**config.mk**
```make
export PLATFORM = sky130hd
export DESIGN_NAME = dspmac_unit
export DESIGN_NICKNAME = d
export VERILOG_FILES = /design/src/rtl/dspmac_pkg.sv /design/src/rtl/dspmac_halfsel.sv /design/src/rtl/dspmac_satadd.sv /design/src/rtl/dspmac_mults.sv /design/src/rtl/dspmac_wrapadd.sv /design/src/rtl/dspmac_unit.sv
export SDC_FILE = /design/constraint.sdc
export NUM_CORES = 2
export LEC_CHECK = 0
export BUFFER_PORTS_ARGS = -buffer_cell sky130_fd_sc_hd__buf_2
export CORE_MARGIN = 1
export CORE_UTILIZATION = 71
export CTS_BUF_LIST = sky130_fd_sc_hd__clkbuf_4 sky130_fd_sc_hd__clkbuf_8 sky130_fd_sc_hd__clkbuf_16
export DETAILED_ROUTE_END_ITERATION = 8
export HOLD_SLACK_MARGIN = 0.15
export PLACE_DENSITY = 0.87
export SLEW_MARGIN = 20
export SYNTH_ARGS = -nofsm -noshare
export SYNTH_HDL_FRONTEND = slang
export SYNTH_SLANG_ARGS = --single-unit
```
**constraint.sdc**
```tcl
create_clock -name clk -period 22 [get_ports clk]
set_clock_uncertainty 0.05 [all_clocks]
set_input_delay 4.4 -clock clk [delete_from_list [all_inputs] [get_ports clk]]
set_output_delay 4.4 -clock clk [all_outputs]
set_load 0.01 [all_outputs]
```
**src/rtl/dspmac_pkg.sv**
```systemverilog
// Shared operation encoding for the DSP multiply-accumulate unit.
// Assumes a 4-bit operation field; codes above OP_MLAL16 are undefined.
package dspmac_pkg;
    typedef enum logic [3:0] {
        OP_QADD   = 4'd0,
        OP_QSUB   = 4'd1,
        OP_QDADD  = 4'd2,
        OP_QDSUB  = 4'd3,
        OP_MLA16  = 4'd4,
        OP_MLAW   = 4'd5,
        OP_MULW   = 4'd6,
        OP_MUL16  = 4'd7,
        OP_MLAL16 = 4'd8
    } dsp_op_e;
endpackage

```
**src/rtl/dspmac_halfsel.sv**
```systemverilog
// Picks the upper or lower half of a word.
// Assumes DW is even; the caller sign-extends the returned half.
module dspmac_halfsel #(
    parameter int DW = 32
) (
    input  logic [DW-1:0]   word_i,
    input  logic            top_i,
    output logic [DW/2-1:0] half_o
);
    localparam int HW = DW / 2;

    // Half selection mux.
    always_comb begin
        half_o = top_i ? word_i[DW-1:HW] : word_i[HW-1:0];
    end
endmodule

```
**src/rtl/dspmac_satadd.sv**
```systemverilog
// Signed add or subtract that clamps to the most positive or most negative value.
// Assumes two's-complement operands; sat_o reports that a clamp happened.
module dspmac_satadd #(
    parameter int DW = 32
) (
    input  logic [DW-1:0] lhs_i,
    input  logic [DW-1:0] rhs_i,
    input  logic          sub_i,
    output logic [DW-1:0] sum_o,
    output logic          sat_o
);
    localparam logic [DW-1:0] MAX_POS = {1'b0, {(DW-1){1'b1}}};
    localparam logic [DW-1:0] MAX_NEG = {1'b1, {(DW-1){1'b0}}};

    logic [DW:0] ext;

    // One extra bit shows overflow as a mismatch of the top two bits.
    always_comb begin
        if (sub_i) ext = {lhs_i[DW-1], lhs_i} - {rhs_i[DW-1], rhs_i};
        else       ext = {lhs_i[DW-1], lhs_i} + {rhs_i[DW-1], rhs_i};
        sat_o = ext[DW] ^ ext[DW-1];
        if (sat_o) sum_o = ext[DW] ? MAX_NEG : MAX_POS;
        else       sum_o = ext[DW-1:0];
    end
endmodule

```
**src/rtl/dspmac_mults.sv**
```systemverilog
// Signed multipliers: halfword x halfword, and word x halfword keeping bits [DW+HW-1:HW].
// Assumes the halves arrive unextended; the sign extension is done here.
module dspmac_mults #(
    parameter int DW = 32
) (
    input  logic [DW-1:0]   word_i,
    input  logic [DW/2-1:0] half_a_i,
    input  logic [DW/2-1:0] half_b_i,
    output logic [DW-1:0]   prod16_o,
    output logic [DW-1:0]   frac_o
);
    localparam int HW = DW / 2;
    localparam int PW = DW + HW;

    logic signed [PW-1:0] wide;

    // Halfword product; its magnitude always fits DW bits.
    always_comb begin
        prod16_o = $signed({{HW{half_a_i[HW-1]}}, half_a_i}) *
                   $signed({{HW{half_b_i[HW-1]}}, half_b_i});
    end

    // Word by halfword product, arithmetic shift drops the low HW bits.
    always_comb begin
        wide   = $signed({{HW{word_i[DW-1]}}, word_i}) *
                 $signed({{DW{half_b_i[HW-1]}}, half_b_i});
        frac_o = DW'(wide >>> HW);
    end
endmodule

```
**src/rtl/dspmac_wrapadd.sv**
```systemverilog
// Two's-complement add that wraps and reports signed overflow.
// Assumes both inputs are signed values of the same width.
module dspmac_wrapadd #(
    parameter int DW = 32
) (
    input  logic [DW-1:0] lhs_i,
    input  logic [DW-1:0] rhs_i,
    output logic [DW-1:0] sum_o,
    output logic          ovf_o
);
    // Overflow: operands share a sign and the sum has the other sign.
    always_comb begin
        sum_o = lhs_i + rhs_i;
        ovf_o = (lhs_i[DW-1] == rhs_i[DW-1]) && (sum_o[DW-1] != lhs_i[DW-1]);
    end
endmodule

```
**src/rtl/dspmac_unit.sv**
```systemverilog
// Saturating DSP multiply-accumulate unit.
// Runs one operation per cycle on operands that are already read. OUT_REG=1 adds
// one output register stage with synchronous active-low reset; OUT_REG=0 is combinational.
module dspmac_unit
    import dspmac_pkg::*;
#(
    parameter int DW      = 32,
    parameter bit OUT_REG = 1'b1
) (
    input  logic          clk,
    input  logic          rst_n,
    input  logic [3:0]    op_i,
    input  logic          sel_x_i,
    input  logic          sel_y_i,
    input  logic [DW-1:0] opa_i,
    input  logic [DW-1:0] opb_i,
    input  logic [DW-1:0] acc_i,
    input  logic [DW-1:0] acc_hi_i,
    output logic [DW-1:0] res_o,
    output logic [DW-1:0] res_hi_o,
    output logic          flag_o
);
    localparam int HW = DW / 2;

    dsp_op_e       op;
    logic [HW-1:0] half_a, half_b;
    logic [DW-1:0] prod16, frac;
    logic [DW-1:0] dbl, qrhs, qsum;
    logic          dbl_sat, qsat, is_dbl, is_sub;
    logic [DW-1:0] mla_sum, mlaw_sum;
    logic          mla_ovf, mlaw_ovf;
    logic [2*DW-1:0] long_sum;
    logic [DW-1:0] nxt_lo, nxt_hi;
    logic          nxt_flag;

    // Decode the operation code and the controls of the saturating path.
    always_comb begin
        op     = dsp_op_e'(op_i);
        is_dbl = (op == OP_QDADD) || (op == OP_QDSUB);
        is_sub = (op == OP_QSUB)  || (op == OP_QDSUB);
        qrhs   = is_dbl ? dbl : opb_i;
    end

    dspmac_halfsel #(.DW(DW)) u_sel_a (.word_i(opa_i), .top_i(sel_x_i), .half_o(half_a));
    dspmac_halfsel #(.DW(DW)) u_sel_b (.word_i(opb_i), .top_i(sel_y_i), .half_o(half_b));

    dspmac_mults #(.DW(DW)) u_mul (
        .word_i(opa_i), .half_a_i(half_a), .half_b_i(half_b),
        .prod16_o(prod16), .frac_o(frac)
    );

    dspmac_satadd #(.DW(DW)) u_dbl (
        .lhs_i(opb_i), .rhs_i(opb_i), .sub_i(1'b0), .sum_o(dbl), .sat_o(dbl_sat)
    );
    dspmac_satadd #(.DW(DW)) u_qsum (
        .lhs_i(opa_i), .rhs_i(qrhs), .sub_i(is_sub), .sum_o(qsum), .sat_o(qsat)
    );

    dspmac_wrapadd #(.DW(DW)) u_mla  (.lhs_i(prod16), .rhs_i(acc_i), .sum_o(mla_sum),  .ovf_o(mla_ovf));
    dspmac_wrapadd #(.DW(DW)) u_mlaw (.lhs_i(frac),   .rhs_i(acc_i), .sum_o(mlaw_sum), .ovf_o(mlaw_ovf));

    // 64-bit accumulate of the sign-extended halfword product.
    always_comb begin
        long_sum = {acc_hi_i, acc_i} + {{DW{prod16[DW-1]}}, prod16};
    end

    // Select the result words and the flag pulse for the operation.
    always_comb begin
        nxt_lo   = '0;
        nxt_hi   = '0;
        nxt_flag = 1'b0;
        case (op)
            OP_QADD, OP_QSUB: begin
                nxt_lo   = qsum;
                nxt_flag = qsat;
            end
            OP_QDADD, OP_QDSUB: begin
                nxt_lo   = qsum;
                nxt_flag = qsat | dbl_sat;
            end
            OP_MLA16: begin
                nxt_lo   = mla_sum;
                nxt_flag = mla_ovf;
            end
            OP_MLAW: begin
                nxt_lo   = mlaw_sum;
                nxt_flag = mlaw_ovf;
            end
            OP_MULW:  nxt_lo = frac;
            OP_MUL16: nxt_lo = prod16;
            OP_MLAL16: begin
                nxt_lo = long_sum[DW-1:0];
                nxt_hi = long_sum[2*DW-1:DW];
            end
            default: begin
                nxt_lo = '0;
            end
        endcase
    end

    generate
        if (OUT_REG) begin : g_reg
            // Output stage, cleared by the synchronous reset.
            always_ff @(posedge clk) begin
                if (!rst_n) begin
                    res_o    <= '0;
                    res_hi_o <= '0;
                    flag_o   <= 1'b0;
                end else begin
                    res_o    <= nxt_lo;
                    res_hi_o <= nxt_hi;
                    flag_o   <= nxt_flag;
                end
            end
        end else begin : g_comb
            assign res_o    = nxt_lo;
            assign res_hi_o = nxt_hi;
            assign flag_o   = nxt_flag;
        end
    endgenerate
endmodule

```
# [Word-level counts from Yosys, hierarchy flattened]
# Index checks and enable logic that the tools add are counted.
[totals] ff_bits=65 latch_bits=0 mem_bits_rw=0 mem_bits_ro=0 word_cells=45 mem_count=0
[op_classes] add_sub_neg=6 multipliers=2 div=0 n_lt_le_gt_ge=0 eq_ne=12 shifts=0 muxes=10 n_bitwise=3 n_reduce_logical=9
[ops] cell="case mux 32 bit (6 select lines)" n=1
[ops] cell="2-to-1 mux 32 bit" n=5
[ops] cell="adder 32 x 32 -> 33 bit" n=2
[ops] cell="adder 32 bit" n=2
[ops] cell="adder 64 bit" n=1
[ops] cell="multiplier 32 x 16 -> 48 bit" n=1
[ops] cell="2-to-1 mux 33 bit" n=1
[ops] cell="subtractor 32 x 32 -> 33 bit" n=1
[ops] cell="multiplier 16 x 16 -> 32 bit" n=1
[ops] cell="2-to-1 mux 16 bit" n=2
[ops] cell="== test 4 x 3 -> 1 bit (second input constant)" n=4
[ops] cell="== test 4 x 2 -> 1 bit (second input constant)" n=2
[ops] cell="== test 4 x 1 -> 1 bit (second input constant)" n=1
[ops] cell="== test 4 bit (second input constant)" n=1
[ops] cell="logical NOT 4 bit" n=1
[ops] cell="case mux 1 bit (4 select lines)" n=1
[ops] cell="OR reduction 2 bit" n=2
[ops] cell="OR reduction 4 bit" n=1
[ops] cell="== test 1 bit" n=2
[ops] cell="logical AND 1 bit" n=2
[ops] cell="logical OR 1 bit" n=2
[ops] cell="!= test 1 bit" n=2
[ops] cell="AND reduction 2 bit" n=1
[ops] cell="XOR 1 bit" n=2
[ops] cell="OR 1 bit" n=1

# [Depth between registers and ports, before layout]
[depth] ltp_word=9 mapped_depth=41

# [Hierarchy]
# From an unflattened synthesis, not the netlist that was laid out.
[hier_totals] hier_cells=5230 hier_area_um2=43285.3
[by_module_without_submodules] module="dspmac_mults" instances=1 cells_per_inst=3050 area_per_inst_um2=27138.5
[by_module_without_submodules] module="dspmac_unit" instances=1 cells_per_inst=879 area_per_inst_um2=6796.5
[by_module_without_submodules] module="dspmac_satadd" instances=2 cells_per_inst=398 area_per_inst_um2=2675.1
[by_module_without_submodules] module="dspmac_wrapadd (u_mla)" instances=1 cells_per_inst=254 area_per_inst_um2=1806.7
[by_module_without_submodules] module="dspmac_wrapadd (u_mlaw)" instances=1 cells_per_inst=215 area_per_inst_um2=1695.4
[by_module_without_submodules] module="dspmac_halfsel" instances=2 cells_per_inst=18 area_per_inst_um2=249.0

# [Least setup slack after synthesis]
# Ideal clock, no wire load.
[synth_path] path_type="input to register" startpoint="input port sel_x_i" endpoint="register res_hi_o[30]" setup_time_ps=128 arrival_ps=13681 required_ps=21822 path_slack_ps=8141 stages=37 path_cell_list="clkbuf_1 > buf_1 > clkbuf_1 > mux2i_1 > nor2_1 > fa_1 > inv_1 > fa_1 > inv_1 > ha_1 > inv_1 > fa_1 > fa_1 > fa_1 > inv_1 > ha_1 > or3_1 > a21oi_1 > a211oi_1 > o31ai_1 > a31oi_1 > o41ai_1 > o21a_1 > o21a_1 > ha_1 > clkbuf_1 > nand2_1 > o21ai_0 > a31oi_1 > o21bai_1 > nor4b_1 > o21ai_0 > a41oi_1 > a31oi_1 > o31ai_1 > xnor2_1 > nor2_1"
[synth_between] elab_chain_len=3
[synth_lines] item="start, declared" line_no="dspmac_unit.sv:13" rtl="input logic sel_x_i,"
[synth_lines] item="2-to-1 mux 16 bit" line_no="dspmac_halfsel.sv:14" rtl="half_o = top_i ? word_i[DW-1:HW] : word_i[HW-1:0];"
[synth_lines] item="multiplier 16 x 16 -> 32 bit" line_no="dspmac_mults.sv:19" rtl="prod16_o = $signed({{HW{half_a_i[HW-1]}}, half_a_i}) *"
[synth_lines] item="adder 64 bit" line_no="dspmac_unit.sv:64" rtl="long_sum = {acc_hi_i, acc_i} + {{DW{prod16[DW-1]}}, prod16};"
[synth_lines] item="end signal, assigned" line_no="dspmac_unit.sv:111" rtl="res_hi_o <= nxt_hi;"
[synth_lines] item="end, declared" line_no="dspmac_unit.sv:20" rtl="output logic [DW-1:0] res_hi_o,"
# No other way between the ends.
# A chain may end at the register's enable or synchronous reset.

# [Worst setup path in the final report]
# Same ends and word-level chain as after synthesis.

==> results.md <==
- Status: complete, no violations
- First-pass GRT wire length: 186000 µm
- GPL Wtd Cong: 1.05
- Max-Slew Margin vs Limit: 0.188
- Multi-input gate area: 32800 µm²
- Die X: 234 µm
- Core ar.: 53000 µm²
- Die ar.: 54900 µm²
- Fillers: 3932
- Most frequent cell on the critical path: fa_1
- Hold Violations, Final: 0
- # nets final: 5862
- Cell taking the most area after synthesis: fa_1
- I/O Buffers: 200
- Setup bufs post-CTS: 0
- Distinct cell type count after synthesis: 93
- Critical path's slowest cell: mux2i_1
- Startpoint types: input pin
- Worst Path Max Fanout: 35
- Crit path capture type: flip-flop
- Register area: 1300 µm²
- CTS tree: done
- Most frequent cells in the layout: 914 x inv_1, 750 x fa_1, 573 x nand2_1
- WP data arrival: 15.27 ns
- Placed cells: 5330
- Dominant synthesized flop cell: dfxtp_1
- Crit path time final: 15.09 ns
- Syn_nets: 5826
- DR vias/cell: 6.26
- Clock H-tree levels: 3
- Die Y: 234 µm
- CTS Buffer Depth: 2
- Antenna Nets Post-Route: 0
- Post-cts resize count: 0
- Synthesized cell area: 38400 µm²
- Drc violations: 0
- Area Overhead vs Synth: 4.17%
- Pin count of the biggest net entering global routing: 57
- Worst path depth: 35
- Routed wire per std cell: 22.0 µm
- Synth top area cells: fa_1 39%, ha_1 11%, inv_1 8.9%, nand2_1 5.6%, dfxtp_1 3.4%
- HP Start: rst_n
- Hold/Removal Path Class: in2reg
- Detailed router's first-iteration violation count: 3256
- Share of flip-flops with an asynchronous set or reset: 0
- Final worst slack: 6.91 ns
- TNS Setup: 0 ns
- Top cell type's share of synthesized area: 0.392
- Max Freq: 66.3 MHz
- Fin crit share: 0.686
- Cells after Synth: 4617
- Tightest Pin Transition: 1.18 ns
- Hpwl dp: 94700 µm
- Synth warnings: 0
- Vias in the first global route: 34500
- Worst Setup EP: res_hi_o[30]
- Required @ worst endpoint: 22.18 ns
- Hold path depth: 3
- Max cap viols: 0
- Pins Over Slew Limit: 0
- WL final: 118000 µm
- Worst Setup SP: sel_x_i
- Total number of vias: 33500
- Clock Pin Slew Worst Setup and Hold Paths: 0.06 ns
- Syn Area/Cell: 8.31 µm²
- Most common cell after layout, fill and taps aside: inv_1
- Worst stage delay on the critical path: 1.05 ns
- Initial antenna violation count: 7
- Post-synth EDFFs: 0
- Global Route Usage Sum: 0.445
- Drt pass-1 iters: 8
- I/O pin cnt: 201
- Crit path kind: in2reg
- RSZ-0062 raised after global routing: false
- Setup violations, final: 0
- Post-Place Worst Slack: 7.00 ns
- Synth Register Bits: 65
- Cell family with most CP delay: compound AO/OA/AOI/OAI gates
- Starting Density: 0.724
- Hold buffer count at cts: 0
- WP buf/inv: 6
- Register area share after synthesis: 0.0339
- CTS root buf: clkbuf_16
- CTS Buf Count: 9
- Sink Count: 65
- Share of post-route cells with drive strength above 1: 0.0721
- Std cell rows: 84
- GR Overflow Total: 0
- Cell Count, Final, Fillers Out: 5350
cell usage after synthesis (9+ instances only):
cell type	n
nor2_1	266
nand2_1	573
o31ai_1	10
a211oi_1	27
and3_1	23
o21ai_0	132
xnor2_1	134
o211ai_1	15
or3_1	13
xor2_1	81
mux2i_1	31
and2_1	171
nor3_1	36
o21a_1	36
o21ai_2	12
o21bai_1	31
a21oi_1	230
nor2b_1	61
a221oi_1	19
a31oi_1	39
a211o_1	9
a41oi_1	9
mux2_2	30
nand2b_1	47
o22ai_1	22
nand3_1	50
a21oi_2	12
and4_1	10
inv_1	914
buf_1	10
ha_1	323
nand4_1	23
o21ai_1	17
a21o_1	66
dfxtp_1	65
clkbuf_1	177
fa_1	750
cell type report:
type	instances	area share
antenna	4	0.000251
clock buffer	9	0.00564
clock inverter	7	0.00194
inverter	915	0.0860
multi-input combinational	3436	0.822
sequential	65	0.0326
tap	688	0.0215
timing repair buffer	226	0.0299
flip-flops by register name, indices dropped and copies added (netlist names):
register / count
flag_o: 1
res_hi_o: 32
res_o: 32
stage by stage:
stage | area (µm²) | hold slack [ns] | util
detailed placement | 39600 | 4.65 | 0.748
CTS | 39900 | 4.30 | 0.754
global placement | 39600 | 4.65 | 0.748
finish | 39900 | 4.30 | 0.754
global route | 39900 | 4.33 | 0.754
floorplan | 38400 | 4.49 | -
worst min path at each step:
stage	to	slack, ns
after floorplan	flag_o	4.49
after global placement	flag_o	4.65
after detailed placement	flag_o	4.65
after CTS	flag_o	4.30
after global routing	flag_o	4.33
final	flag_o	4.30
worst min-delay path: stages:
cell     delay, ns
buf_2         0.12
nand3_1       0.08
a41oi_1       0.04
cell families (layout without fill, tap and decap cells):
group | Yosys count | in the layout | synth area share
fa+ha+maj | 1076 | 1076 | 0.498
other cells | 0 | 4 | 0
xor+xnor | 217 | 217 | 0.0505
compound gates | 771 | 771 | 0.131
simple gates | 1311 | 1311 | 0.159
flops | 65 | 65 | 0.0339
buf+inv | 1116 | 1157 | 0.111
mux | 61 | 61 | 0.0169
metal layers:
metal | up-vias | global-route usage | part of all wire
met5 | - | 0 | 0.00051
met4 | 10 | 0.256 | 0.066
met3 | 518 | 0.116 | 0.12
met2 | 2119 | 0.690 | 0.45
met1 | 16200 | 0.564 | 0.36
li1 | 14600 | - | -
Power is not shown: default switching activity piles up to over one toggle a cycle in this logic, so the estimate is an artifact.
